**src/rtl/cfp_pkg.sv**
```systemverilog
package cfp_pkg;
  localparam int HDR_BYTES = 14;
  localparam int TYPE_HI   = 10;
  localparam int TYPE_LO   = 11;
  localparam int PROTO_HI  = 12;
  localparam int DST_LAST  = 5;
  localparam logic [15:0] PROTO_ID  = 16'h8000;
  localparam logic [15:0] CODE_RST  = 16'h0000;
  localparam logic [15:0] CODE_CKR  = 16'hAAAA;
  localparam logic [15:0] CODE_SSTR = 16'hBBBB;
  localparam logic [15:0] CODE_GO   = 16'hCCCC;

  typedef enum logic [2:0] {
    CMD_RST, CMD_CKREP, CMD_SSTR, CMD_GO, CMD_DATA
  } cmd_t;

  typedef enum logic [1:0] {
    PM_NONE, PM_SSTR, PM_DATA
  } pay_mode_t;

  function automatic cmd_t decode_type(input logic [15:0] code);
    case (code)
      CODE_RST:  return CMD_RST;
      CODE_CKR:  return CMD_CKREP;
      CODE_SSTR: return CMD_SSTR;
      CODE_GO:   return CMD_GO;
      default:   return CMD_DATA;
    endcase
  endfunction
endpackage

```
**src/rtl/cfp_hdr.sv**
```systemverilog
module cfp_hdr import cfp_pkg::*; #(
  parameter int FRAME_LEN = 1024
) (
  input  logic       clk,
  input  logic       rst,
  input  logic       in_valid,
  input  logic [7:0] in_data,
  input  logic       in_last,
  input  logic       in_good,
  output logic       hdr_fire,
  output cmd_t       hdr_cmd,
  output logic       pay_valid,
  output logic       pay_msb,
  output pay_mode_t  pay_mode,
  output logic       frame_end
);
  localparam int POS_W = $clog2(FRAME_LEN) + 2;
  localparam logic [POS_W-1:0] POS_MAX = '1;

  logic [POS_W-1:0] pos;
  logic             ok_q, bcast_q;
  logic [15:0]      type_q;
  logic [7:0]       proto_hi_q;
  pay_mode_t        mode_q;

  logic at_end_of_hdr, accept;
  assign at_end_of_hdr = in_valid && (pos == POS_W'(HDR_BYTES - 1));
  assign accept   = ok_q && bcast_q && ({proto_hi_q, in_data} == PROTO_ID);
  assign hdr_fire = at_end_of_hdr && accept;
  assign hdr_cmd  = decode_type(type_q);
  assign frame_end = in_valid && in_last;
  assign pay_mode  = mode_q;
  assign pay_msb   = ~pos[0];
  assign pay_valid = in_valid && (mode_q != PM_NONE) &&
                     (pos >= POS_W'(HDR_BYTES)) && (pos < POS_W'(FRAME_LEN));

  always_ff @(posedge clk) begin
    if (rst) begin
      pos        <= '0;
      ok_q       <= 1'b0;
      bcast_q    <= 1'b0;
      type_q     <= '0;
      proto_hi_q <= '0;
      mode_q     <= PM_NONE;
    end else if (in_valid) begin
      if (in_last)             pos <= '0;
      else if (pos != POS_MAX) pos <= pos + 1'b1;

      if (pos == '0) begin
        ok_q    <= in_good;
        bcast_q <= (in_data == 8'hFF);
      end else if (pos <= POS_W'(DST_LAST)) begin
        bcast_q <= bcast_q && (in_data == 8'hFF);
      end
      if (pos == POS_W'(TYPE_HI))  type_q[15:8] <= in_data;
      if (pos == POS_W'(TYPE_LO))  type_q[7:0]  <= in_data;
      if (pos == POS_W'(PROTO_HI)) proto_hi_q   <= in_data;

      if (in_last)
        mode_q <= PM_NONE;
      else if (hdr_fire)
        mode_q <= (hdr_cmd == CMD_SSTR) ? PM_SSTR :
                  (hdr_cmd == CMD_DATA) ? PM_DATA : PM_NONE;
    end
  end
endmodule

```
**src/rtl/cfp_sum.sv**
```systemverilog
module cfp_sum #(
  parameter int W = 16
) (
  input  logic         clk,
  input  logic         rst,
  input  logic         clr,
  input  logic         word_v,
  input  logic [W-1:0] word,
  output logic [W-1:0] sum
);
  always_ff @(posedge clk) begin
    if (rst || clr)  sum <= '0;
    else if (word_v) sum <= sum + word;
  end
endmodule

```
**src/rtl/cfp_pay.sv**
```systemverilog
module cfp_pay import cfp_pkg::*; #(
  parameter int DB_AW = 16,
  parameter int SS_AW = 8
) (
  input  logic             clk,
  input  logic             rst,
  input  logic             hdr_fire,
  input  cmd_t             hdr_cmd,
  input  logic             pay_valid,
  input  logic             pay_msb,
  input  logic [7:0]       pay_data,
  input  pay_mode_t        pay_mode,
  input  logic             frame_end,
  output logic             word_v,
  output logic [15:0]      word,
  output logic             db_we,
  output logic [DB_AW-1:0] db_addr,
  output logic [15:0]      db_data,
  output logic             ss_we,
  output logic [SS_AW-1:0] ss_addr,
  output logic [7:0]       ss_data
);
  logic [7:0]       hi_q;
  logic             hi_v;
  logic [DB_AW-1:0] wptr;
  logic [SS_AW-1:0] ss_idx;
  logic             ss_stop;
  logic             ss_take, idx_full, data_byte;

  assign data_byte = pay_valid && (pay_mode == PM_DATA);
  assign word_v    = data_byte && !pay_msb && hi_v;
  assign word      = {hi_q, pay_data};
  assign ss_take   = pay_valid && (pay_mode == PM_SSTR) && !ss_stop;
  assign idx_full  = (ss_idx == '1);

  always_ff @(posedge clk) begin
    if (rst) begin
      hi_q <= '0;
      hi_v <= 1'b0;
      wptr <= '0;
      db_we <= 1'b0;
      db_addr <= '0;
      db_data <= '0;
    end else begin
      db_we <= word_v;
      if (word_v) begin
        db_addr <= wptr;
        db_data <= word;
      end
      if (hdr_fire && hdr_cmd == CMD_RST) wptr <= '0;
      else if (word_v)                    wptr <= wptr + 1'b1;
      if (data_byte && pay_msb) hi_q <= pay_data;
      if (frame_end)              hi_v <= 1'b0;
      else if (data_byte)         hi_v <= pay_msb;
    end
  end

  always_ff @(posedge clk) begin
    if (rst) begin
      ss_idx  <= '0;
      ss_stop <= 1'b1;
      ss_we   <= 1'b0;
      ss_addr <= '0;
      ss_data <= '0;
    end else begin
      ss_we <= ss_take;
      if (hdr_fire && hdr_cmd == CMD_SSTR) begin
        ss_idx  <= '0;
        ss_stop <= 1'b0;
      end else if (ss_take) begin
        ss_addr <= ss_idx;
        ss_data <= idx_full ? 8'h00 : pay_data;
        ss_stop <= idx_full || (pay_data == 8'h00);
        ss_idx  <= ss_idx + 1'b1;
      end
    end
  end
endmodule

```
**src/rtl/cmd_frame_parser.sv**
```systemverilog
module cmd_frame_parser import cfp_pkg::*; #(
  parameter int FRAME_LEN = 1024,
  parameter int DB_AW     = 16,
  parameter int SS_AW     = 8
) (
  input  logic             clk,
  input  logic             rst,
  input  logic             in_valid,
  input  logic [7:0]       in_data,
  input  logic             in_last,
  input  logic             in_good,
  output logic             rst_pulse,
  output logic             ck_req,
  output logic [15:0]      ck_value,
  output logic             go_pulse,
  output logic             ss_we,
  output logic [SS_AW-1:0] ss_addr,
  output logic [7:0]       ss_data,
  output logic             db_we,
  output logic [DB_AW-1:0] db_addr,
  output logic [15:0]      db_data
);
  logic      hdr_fire, pay_valid, pay_msb, frame_end, word_v;
  cmd_t      hdr_cmd;
  pay_mode_t pay_mode;
  logic [15:0] word, sum;

  cfp_hdr #(.FRAME_LEN(FRAME_LEN)) u_hdr (
    .clk(clk), .rst(rst), .in_valid(in_valid), .in_data(in_data),
    .in_last(in_last), .in_good(in_good), .hdr_fire(hdr_fire),
    .hdr_cmd(hdr_cmd), .pay_valid(pay_valid), .pay_msb(pay_msb),
    .pay_mode(pay_mode), .frame_end(frame_end)
  );

  cfp_pay #(.DB_AW(DB_AW), .SS_AW(SS_AW)) u_pay (
    .clk(clk), .rst(rst), .hdr_fire(hdr_fire), .hdr_cmd(hdr_cmd),
    .pay_valid(pay_valid), .pay_msb(pay_msb), .pay_data(in_data),
    .pay_mode(pay_mode), .frame_end(frame_end), .word_v(word_v),
    .word(word), .db_we(db_we), .db_addr(db_addr), .db_data(db_data),
    .ss_we(ss_we), .ss_addr(ss_addr), .ss_data(ss_data)
  );

  cfp_sum #(.W(16)) u_sum (
    .clk(clk), .rst(rst), .clr(hdr_fire && hdr_cmd == CMD_RST),
    .word_v(word_v), .word(word), .sum(sum)
  );

  always_ff @(posedge clk) begin
    if (rst) begin
      rst_pulse <= 1'b0;
      ck_req    <= 1'b0;
      go_pulse  <= 1'b0;
      ck_value  <= '0;
    end else begin
      rst_pulse <= hdr_fire && (hdr_cmd == CMD_RST);
      ck_req    <= hdr_fire && (hdr_cmd == CMD_CKREP);
      go_pulse  <= hdr_fire && (hdr_cmd == CMD_GO);
      if (hdr_fire && hdr_cmd == CMD_CKREP) ck_value <= sum;
    end
  end
endmodule

```
**config.mk**
```make
export PLATFORM = sky130hd
export DESIGN_NAME = cmd_frame_parser
export DESIGN_NICKNAME = d
export VERILOG_FILES = /design/src/rtl/cfp_pkg.sv /design/src/rtl/cfp_hdr.sv /design/src/rtl/cfp_sum.sv /design/src/rtl/cfp_pay.sv /design/src/rtl/cmd_frame_parser.sv
export SDC_FILE = /design/constraint.sdc
export NUM_CORES = 1
export LEC_CHECK = 0
export BUFFER_PORTS_ARGS = -buffer_cell sky130_fd_sc_hd__buf_2
export CAP_MARGIN = 10
export CORE_MARGIN = 10
export CORE_UTILIZATION = 42
export CTS_CLUSTER_SIZE = 10
export DETAILED_ROUTE_END_ITERATION = 10
export GPL_TIMING_DRIVEN = 0
export SLEW_MARGIN = 5
export SYNTH_ARGS = -nofsm -noshare
export SYNTH_HDL_FRONTEND = slang
export SYNTH_SLANG_ARGS = --single-unit
```
**constraint.sdc**
```tcl
create_clock -name clk -period 2.9 [get_ports clk]
set_input_delay 0.29 -clock clk [delete_from_list [all_inputs] [get_ports clk]]
set_output_delay 0.29 -clock clk [all_outputs]
set_load 0.02 [all_outputs]
```
==> results.py, run 1 <==
metrics = {
    "timing": {
        "max_slew_margin_pct": 54.1,
        "clock_skew_ns": 0.0133,
        "fin_crit_ns": 2.70,
        "fin_crit_sh_pct": 93.1,
        "whs_ns": 0.140,
        "fmax_ghz": 0.370,
        "slew_violations": 0,
        "tightest_slew_ns": 0.689,
        "finalHoldViolations": 0,
        "tns_ns": 0,
        "setup_violations": 0,
        "rsz0062_at_grt": "no",
    },
    "power": {
        "intPower_w": 0.00340,
        "pwr-share-comb_pct": 3.0,
        "leakage_nw": 3.47,
        "p_sw_share_pct": 22.5,
        "p_clk_share_pct": 47.2,
        "ir_drop_mv": 0.460,
        "power_switching_w": 0.000991,
        "power_frac_seq_pct": 49.8,
        "power_density_nw_per_um2": 536,
        "power_w": 0.00439,
    },
    "cells_and_area": {
        "syn_to_final_growth_pct": 17.4,
        "multi_input_area_um2": 3540,
        "drive_above_1_share_pct": 14.1,
        "nFillCells": 1673,
        "final_nets": 940,
        "seq_area_um2": 3180,
        "final_cell_mix": "dfxtp_1, nand2_1, nor2_1, buf_2, a21oi_1",
        "fin_area_um2": 8190,
        "final_common_cell": "dfxtp_1",
        "antenna_cells": 0,
    },
    "floorplan": {
        "dieArea_um2": 22200,
        "core_um2": 16500,
        "die_w_um": 149,
        "start_util_pct": 42.4,
        "rows": 47,
        "die_h_um": 149,
        "ios": 82,
    },
    "critical_path": {
        "path_buf_inv": 2,
        "critPathKind": "reg -> reg",
        "path_delay_family": "simple AND/OR/NAND/NOR gates",
        "startpoint_type": "flop",
        "reg2reg_from": "u_hdr.pos[10]$_SDFFE_PP0P_",
        "crit_path_end_kind": "flop",
        "cpPeakStageDelay_ns": 0.44,
        "cp.required_ns": 3.21,
        "timing.rr.end": "u_sum.sum[15]$_SDFFE_PP0P_",
        "reg2reg_depth": 8,
        "cpMostUsedCell": "clkbuf_1",
        "arrival_ns": 3.01,
        "crit_cells": 8,
        "crit_slowest_cell": "clkbuf_1",
        "crit_path_max_fanout": 10,
        "cp_cell_sequence": "clkbuf_1 > nor3b_1 > nand4_1 > nor2b_1 > clkbuf_1 > nand2_1 > mux2i_1 > mux2_2",
        "timing.reg2reg.setup_slack_ns": 0.20,
    },
    "cts": {
        "cts_hold_buffers": 0,
        "cts_tree": "built",
        "cts_setup_buffers": 0,
        "h-tree-depth": 4,
        "cts_sinks": 159,
        "cts_buffers": 17,
        "clock_latency_ns": 0.43,
        "cts_resized": 0,
        "clkTransAtPathRegs_ns": 0.06,
        "clockBufferDepth": 2,
        "clock-root-buffer": "clkbuf_16",
    },
    "worst_hold_path": {
        "hp-start": "in_good",
        "min_path_type": "in -> reg",
        "hold_depth": 3,
        "holdPathEnd": "u_hdr.ok_q$_SDFFE_PP0P_",
    },
    "yosys": {
        "ys_warn_count": 0,
        "yosys.area_share.simple_pct": 22.9,
        "synth_top_family_by_area": "simple AND/OR/NAND/NOR gates",
        "synth_flop_cell": "dfxtp_1",
        "synth_top_cell_by_area": "dfxtp_1",
        "synthMuxAreaShare_pct": 7.47,
        "ys_seq_elements": 159,
        "synthAdderAreaFrac_pct": 4.23,
        "synth-compound-area-share_pct": 11.6,
        "yosysTopAreaCellShare_pct": 45.6,
        "seq_area_frac_synth_pct": 45.6,
        "netlist_area_um2": 6980,
        "synth_fp_nets": 841,
        "async_reset_ff_share_pct": 0,
        "syn_inst": 805,
        "syn_area_per_cell_um2": 8.67,
        "synth_area_leaders": "dfxtp_1, mux2i_1, nand2_1, nor2_1, a21oi_1",
        "yosysUniqueCellTypes": 62,
        "synth_edf_count": 0,
        "synth_xor_area_share_pct": 4.52,
    },
    "placed_design": {
        "dpl_cell_area_um2": 7660,
        "dpl.hpwl_mm": 13.2,
        "gp_congestion": 0.874,
        "io_buffers": 80,
    },
    "drt": {
        "drtAntennaViolNets": 0,
        "vias_per_cell": 5.15,
        "wl_per_cell_um": 16.1,
        "drt-initial-drc-count": 262,
        "wl_mm": 18.3,
        "num_vias": 5855,
        "dr.pass1.iters": 4,
        "drc": 0,
    },
    "run_status": {
        "status": "complete, no violations",
    },
    "flow_run": {
        "maxCapViolCount": 0,
    },
    "grt": {
        "grt_pass1_vias": 5602,
        "track_usage_pct": 16.8,
        "grt_pass1_wl_mm": 29.7,
        "grt_start_max_net_pins": 17,
        "grt_overflow": 0,
        "grt_antenna_before_repair": 0,
    },
}
==> worst reg2reg max path: stages, from the launching register on <==
cell	delay (ns)
dfxtp_1	0.30
clkbuf_1	0.17
nor3b_1	0.40
nand4_1	0.25
nor2b_1	0.26
clkbuf_1	0.44
nand2_1	0.20
mux2i_1	0.23
mux2_2	0.35
==> registers in the layout, summed over array words and instances (netlist names), 2 cells and up <==
name / count
ck_value: 16
u_hdr.proto_hi_q: 8
u_sum.sum: 16
u_pay.ss_addr: 8
u_pay.hi_q: 8
u_hdr.pay_mode: 2
u_pay.wptr: 16
u_hdr.pos: 12
u_pay.ss_idx: 8
u_hdr.type_q: 16
u_pay.db_data: 16
u_pay.ss_data: 8
u_pay.db_addr: 16
==> layout make-up <==
| cell class | count | area share, % |
|---|---|---|
| plain buffers | 48 | 2.55 |
| clock buffers | 23 | 5.47 |
| clock inverters | 9 | 1.07 |
| inverters | 12 | 0.550 |
| multi-input cells | 586 | 43.3 |
| flip-flops and latches | 159 | 38.9 |
| well taps | 220 | 3.36 |
| repair buffers | 80 | 4.89 |
==> power groups by stage <==
| stage | registers [W] | logic, W | clock network [W] |
|---|---|---|---|
| after floorplan | 0.00224 | 0.0000772 | 0 |
| after global placement | 0.00224 | 0.000132 | 0 |
| after detailed placement | 0.00224 | 0.000131 | 0 |
| after CTS | 0.00219 | 0.000132 | 0.00212 |
| after global routing | 0.00219 | 0.000144 | 0.00221 |
| final | 0.00219 | 0.000131 | 0.00207 |
==> Yosys cell counts, types with 11 or more instances <==
| library cell | count |
|---|---|
| a21oi_1 | 73 |
| clkbuf_1 | 34 |
| dfxtp_1 | 159 |
| ha_1 | 22 |
| inv_1 | 12 |
| mux2i_1 | 51 |
| nand2_1 | 136 |
| nand3_1 | 28 |
| nand4_1 | 12 |
| nor2_1 | 101 |
| nor3_1 | 12 |
| nor4_1 | 12 |
| xnor2_1 | 25 |
| xor2_1 | 11 |
==> per-layer routing <==
layer,vias up,GRT usage (%),part of all wire [%],routed length (µm)
li1,2988,-,-,-
met1,2752,21.9,48,8830
met2,102,27.1,46,8510
met3,13,4.04,4.5,817
met4,0,4.47,0.97,177
met5,-,0,0,0
==> how the worst max path moves through the flow <==
stage	startpoint	endpoint	slack [ns]
2_1_floorplan	u_sum.sum[0]$_SDFFE_PP0P_	u_sum.sum[14]$_SDFFE_PP0P_	0.73
3_3_place_gp	in_valid	u_pay.db_data[12]$_SDFFE_PP0P_	0.24
3_5_place_dp	in_valid	u_sum.sum[15]$_SDFFE_PP0P_	0.24
4_1_cts	u_hdr.pos[10]$_SDFFE_PP0P_	u_pay.db_data[12]$_SDFFE_PP0P_	0.23
5_1_grt	u_hdr.pos[10]$_SDFFE_PP0P_	u_sum.sum[9]$_SDFFE_PP0P_	0.007
6_report	u_hdr.pos[10]$_SDFFE_PP0P_	u_sum.sum[15]$_SDFFE_PP0P_	0.20
==> metrics by stage <==
| stage | cells | utilization (%) | setup slack [ns] |
|---|---|---|---|
| after floorplan | 805 | - | 0.731 |
| after global placement | 1105 | 46.5 | 0.240 |
| after detailed placement | 1105 | 46.5 | 0.236 |
| after CTS | 1137 | 49.7 | 0.234 |
| after global routing | 1137 | 49.8 | 0.00678 |
| final | 1137 | 49.8 | 0.200 |
==> kinds of logic (layout without fill, tap and decap cells) <==
| logic type | after synthesis | count (layout) |
|---|---|---|
| and+or+nand+nor | 344 | 344 |
| adders and majority gates | 23 | 23 |
| xor gates and xnor gates | 36 | 36 |
| muxes | 52 | 52 |
| buffers and inverters | 60 | 172 |
| AOI/OAI and AO/OA | 131 | 131 |
| DFF | 159 | 159 |
Note: power is estimated with default switching activity, not from simulation.
==> inputs of run 2 (changes only) <==
--- a/config.mk
+++ b/config.mk
@@ -12,6 +12,7 @@
 export CTS_CLUSTER_SIZE = 10
 export DETAILED_ROUTE_END_ITERATION = 10
 export GPL_TIMING_DRIVEN = 0
+export PLACE_DENSITY = 0.63
 export SLEW_MARGIN = 5
 export SYNTH_ARGS = -nofsm -noshare
 export SYNTH_HDL_FRONTEND = slang
==> results.py, run 2 (synthesized netlist as in run 1, its figures left out) <==
metrics = {
    "critical_path": {
        "crit_path_max_fanout": 4,
        "arrival_ns": 2.99,
        "reg2reg_depth": 8,
        "timing.rr.end": "u_sum.sum[14]$_SDFFE_PP0P_",
        "crit_path_end_kind": "flop",
        "reg2reg_from": "u_sum.sum[0]$_SDFFE_PP0P_",
        "startpoint_type": "flop",
        "cp.required_ns": 3.26,
        "critPathKind": "reg -> reg",
        "timing.reg2reg.setup_slack_ns": 0.27,
    },
    "worst_hold_path": {
        "holdPathEnd": "u_hdr.ok_q$_SDFFE_PP0P_",
        "min_path_type": "in -> reg",
        "hp-start": "in_good",
        "hold_depth": 3,
    },
    "grt": {
        "grt_start_max_net_pins": 17,
        "grt_pass1_vias": 5601,
        "grt_overflow": 0,
        "track_usage_pct": 16.7,
        "grt_antenna_before_repair": 0,
        "grt_pass1_wl_mm": 29.8,
    },
    "power": {
        "leakage_nw": 3.51,
        "power_density_nw_per_um2": 558,
        "ir_drop_mv": 0.443,
        "power_w": 0.00461,
    },
    "cells_and_area": {
        "final_cell_mix": "dfxtp_1, nand2_1, nor2_1, buf_2, a21oi_1",
        "drive_above_1_share_pct": 14.7,
        "syn_to_final_growth_pct": 18.5,
        "antenna_cells": 0,
        "nFillCells": 1637,
        "final_nets": 940,
        "fin_area_um2": 8270,
        "final_common_cell": "dfxtp_1",
    },
    "placed_design": {
        "gp_congestion": 0.841,
        "io_buffers": 80,
        "dpl_cell_area_um2": 7660,
        "dpl.hpwl_mm": 13.2,
    },
    "cts": {
        "cts_buffers": 17,
        "clockBufferDepth": 2,
        "cts_setup_buffers": 0,
        "h-tree-depth": 4,
        "clock_latency_ns": 0.43,
        "clock-root-buffer": "clkbuf_16",
        "cts_tree": "built",
        "cts_sinks": 159,
        "clkTransAtPathRegs_ns": 0.06,
    },
    "timing": {
        "clock_skew_ns": 0.00822,
        "fin_crit_ns": 2.63,
        "max_slew_margin_pct": 47.5,
        "rsz0062_at_grt": "no",
        "tns_ns": 0,
        "fmax_ghz": 0.380,
        "finalHoldViolations": 0,
        "setup_violations": 0,
        "whs_ns": 0.149,
        "tightest_slew_ns": 0.781,
        "fin_crit_sh_pct": 90.9,
        "slew_violations": 0,
    },
    "drt": {
        "dr.pass1.iters": 6,
        "vias_per_cell": 5.20,
        "drtAntennaViolNets": 0,
        "num_vias": 5917,
        "wl_mm": 18.4,
        "wl_per_cell_um": 16.2,
        "drt-initial-drc-count": 328,
        "drc": 0,
    },
    "floorplan": {
        "die_w_um": 149,
        "dieArea_um2": 22200,
        "core_um2": 16500,
        "ios": 82,
        "die_h_um": 149,
        "start_util_pct": 42.4,
        "rows": 47,
    },
    "run_status": {
        "status": "complete, no violations",
    },
    "flow_run": {
        "maxCapViolCount": 0,
    },
}
==> run 2: cell types whose count changed in the layout (fill, tap and decap cells not counted) <==
cell	previous run	this run
bufinv_16	1	2
clkbuf_1	39	33
clkbuf_2	1	2
clkbuf_8	0	4
clkinv_2	3	0
clkinvlp_4	1	3
inv_6	1	2
==> run 2: where the power goes <==
part           internal [W]  total (W)  switching [W]  leakage (nW)
Clock               0.00137    0.00229       0.000922         0.290
Combinational     0.0000332   0.000132      0.0000987          1.94
Sequential          0.00219    0.00219     0.00000208          1.28
==> run 2: final cells by class <==
class,instances,area (µm²),share of cell area [%]
inverters,12,45.0,0.545
multi-input cells,586,3540,42.9
flip-flops and latches,159,3180,38.5
repair buffers,80,400,4.84
clock inverters,10,126,1.53
plain buffers,48,210,2.54
well taps,220,275,3.33
clock buffers,22,484,5.86
==> run 2: how the worst max path moves through the flow <==
| stage | slack [ns] | to | cells after the start | start |
|---|---|---|---|---|
| after global placement | 0.26 | u_sum.sum[14]$_SDFFE_PP0P_ | 9 | in_data[0] |
| after CTS | 0.28 | u_sum.sum[14]$_SDFFE_PP0P_ | 8 | u_sum.sum[0]$_SDFFE_PP0P_ |
| after global routing | 0.03 | u_pay.db_data[5]$_SDFFE_PP0P_ | 8 | u_hdr.pos[10]$_SDFFE_PP0P_ |
| final | 0.27 | u_sum.sum[14]$_SDFFE_PP0P_ | 8 | u_sum.sum[0]$_SDFFE_PP0P_ |
| after floorplan | 0.73 | u_sum.sum[14]$_SDFFE_PP0P_ | 8 | u_sum.sum[0]$_SDFFE_PP0P_ |
| after detailed placement | 0.25 | u_sum.sum[14]$_SDFFE_PP0P_ | 9 | in_data[0] |
==> run 2: what timing repair did <==
action / in CTS / in global routing
resized for setup: 0 / 4
hold buffers: 0 / 0
endpoints found under the setup margin: 0 / 7
hold endpoints to repair: 0 / 0
==> run 2: metrics by stage <==
step / setup WS (ns) / std cells / utilization, %
after global routing: 0.0336 / 1137 / 50.2
after global placement: 0.261 / 1105 / 46.5
after CTS: 0.281 / 1137 / 50.2
after floorplan: 0.731 / 805 / -
final: 0.265 / 1137 / 50.2
after detailed placement: 0.253 / 1105 / 46.5
==> run 2: layer usage <==
metal	vias to the layer above	routed length [µm]	track usage, %
li1	2977	-	-
met1	2793	8870	21.7
met2	132	8440	26.5
met3	15	928	4.79
met4	0	170	4.12
met5	-	0	0
==> run 2: critical path: stages, from the launching register on <==
cell	delay [ns]
dfxtp_1	0.35
ha_1	0.23
fa_1	0.44
a211oi_1	0.40
o21ai_0	0.29
a22oi_1	0.39
o2111ai_1	0.17
o41a_1	0.15
a21oi_1	0.14
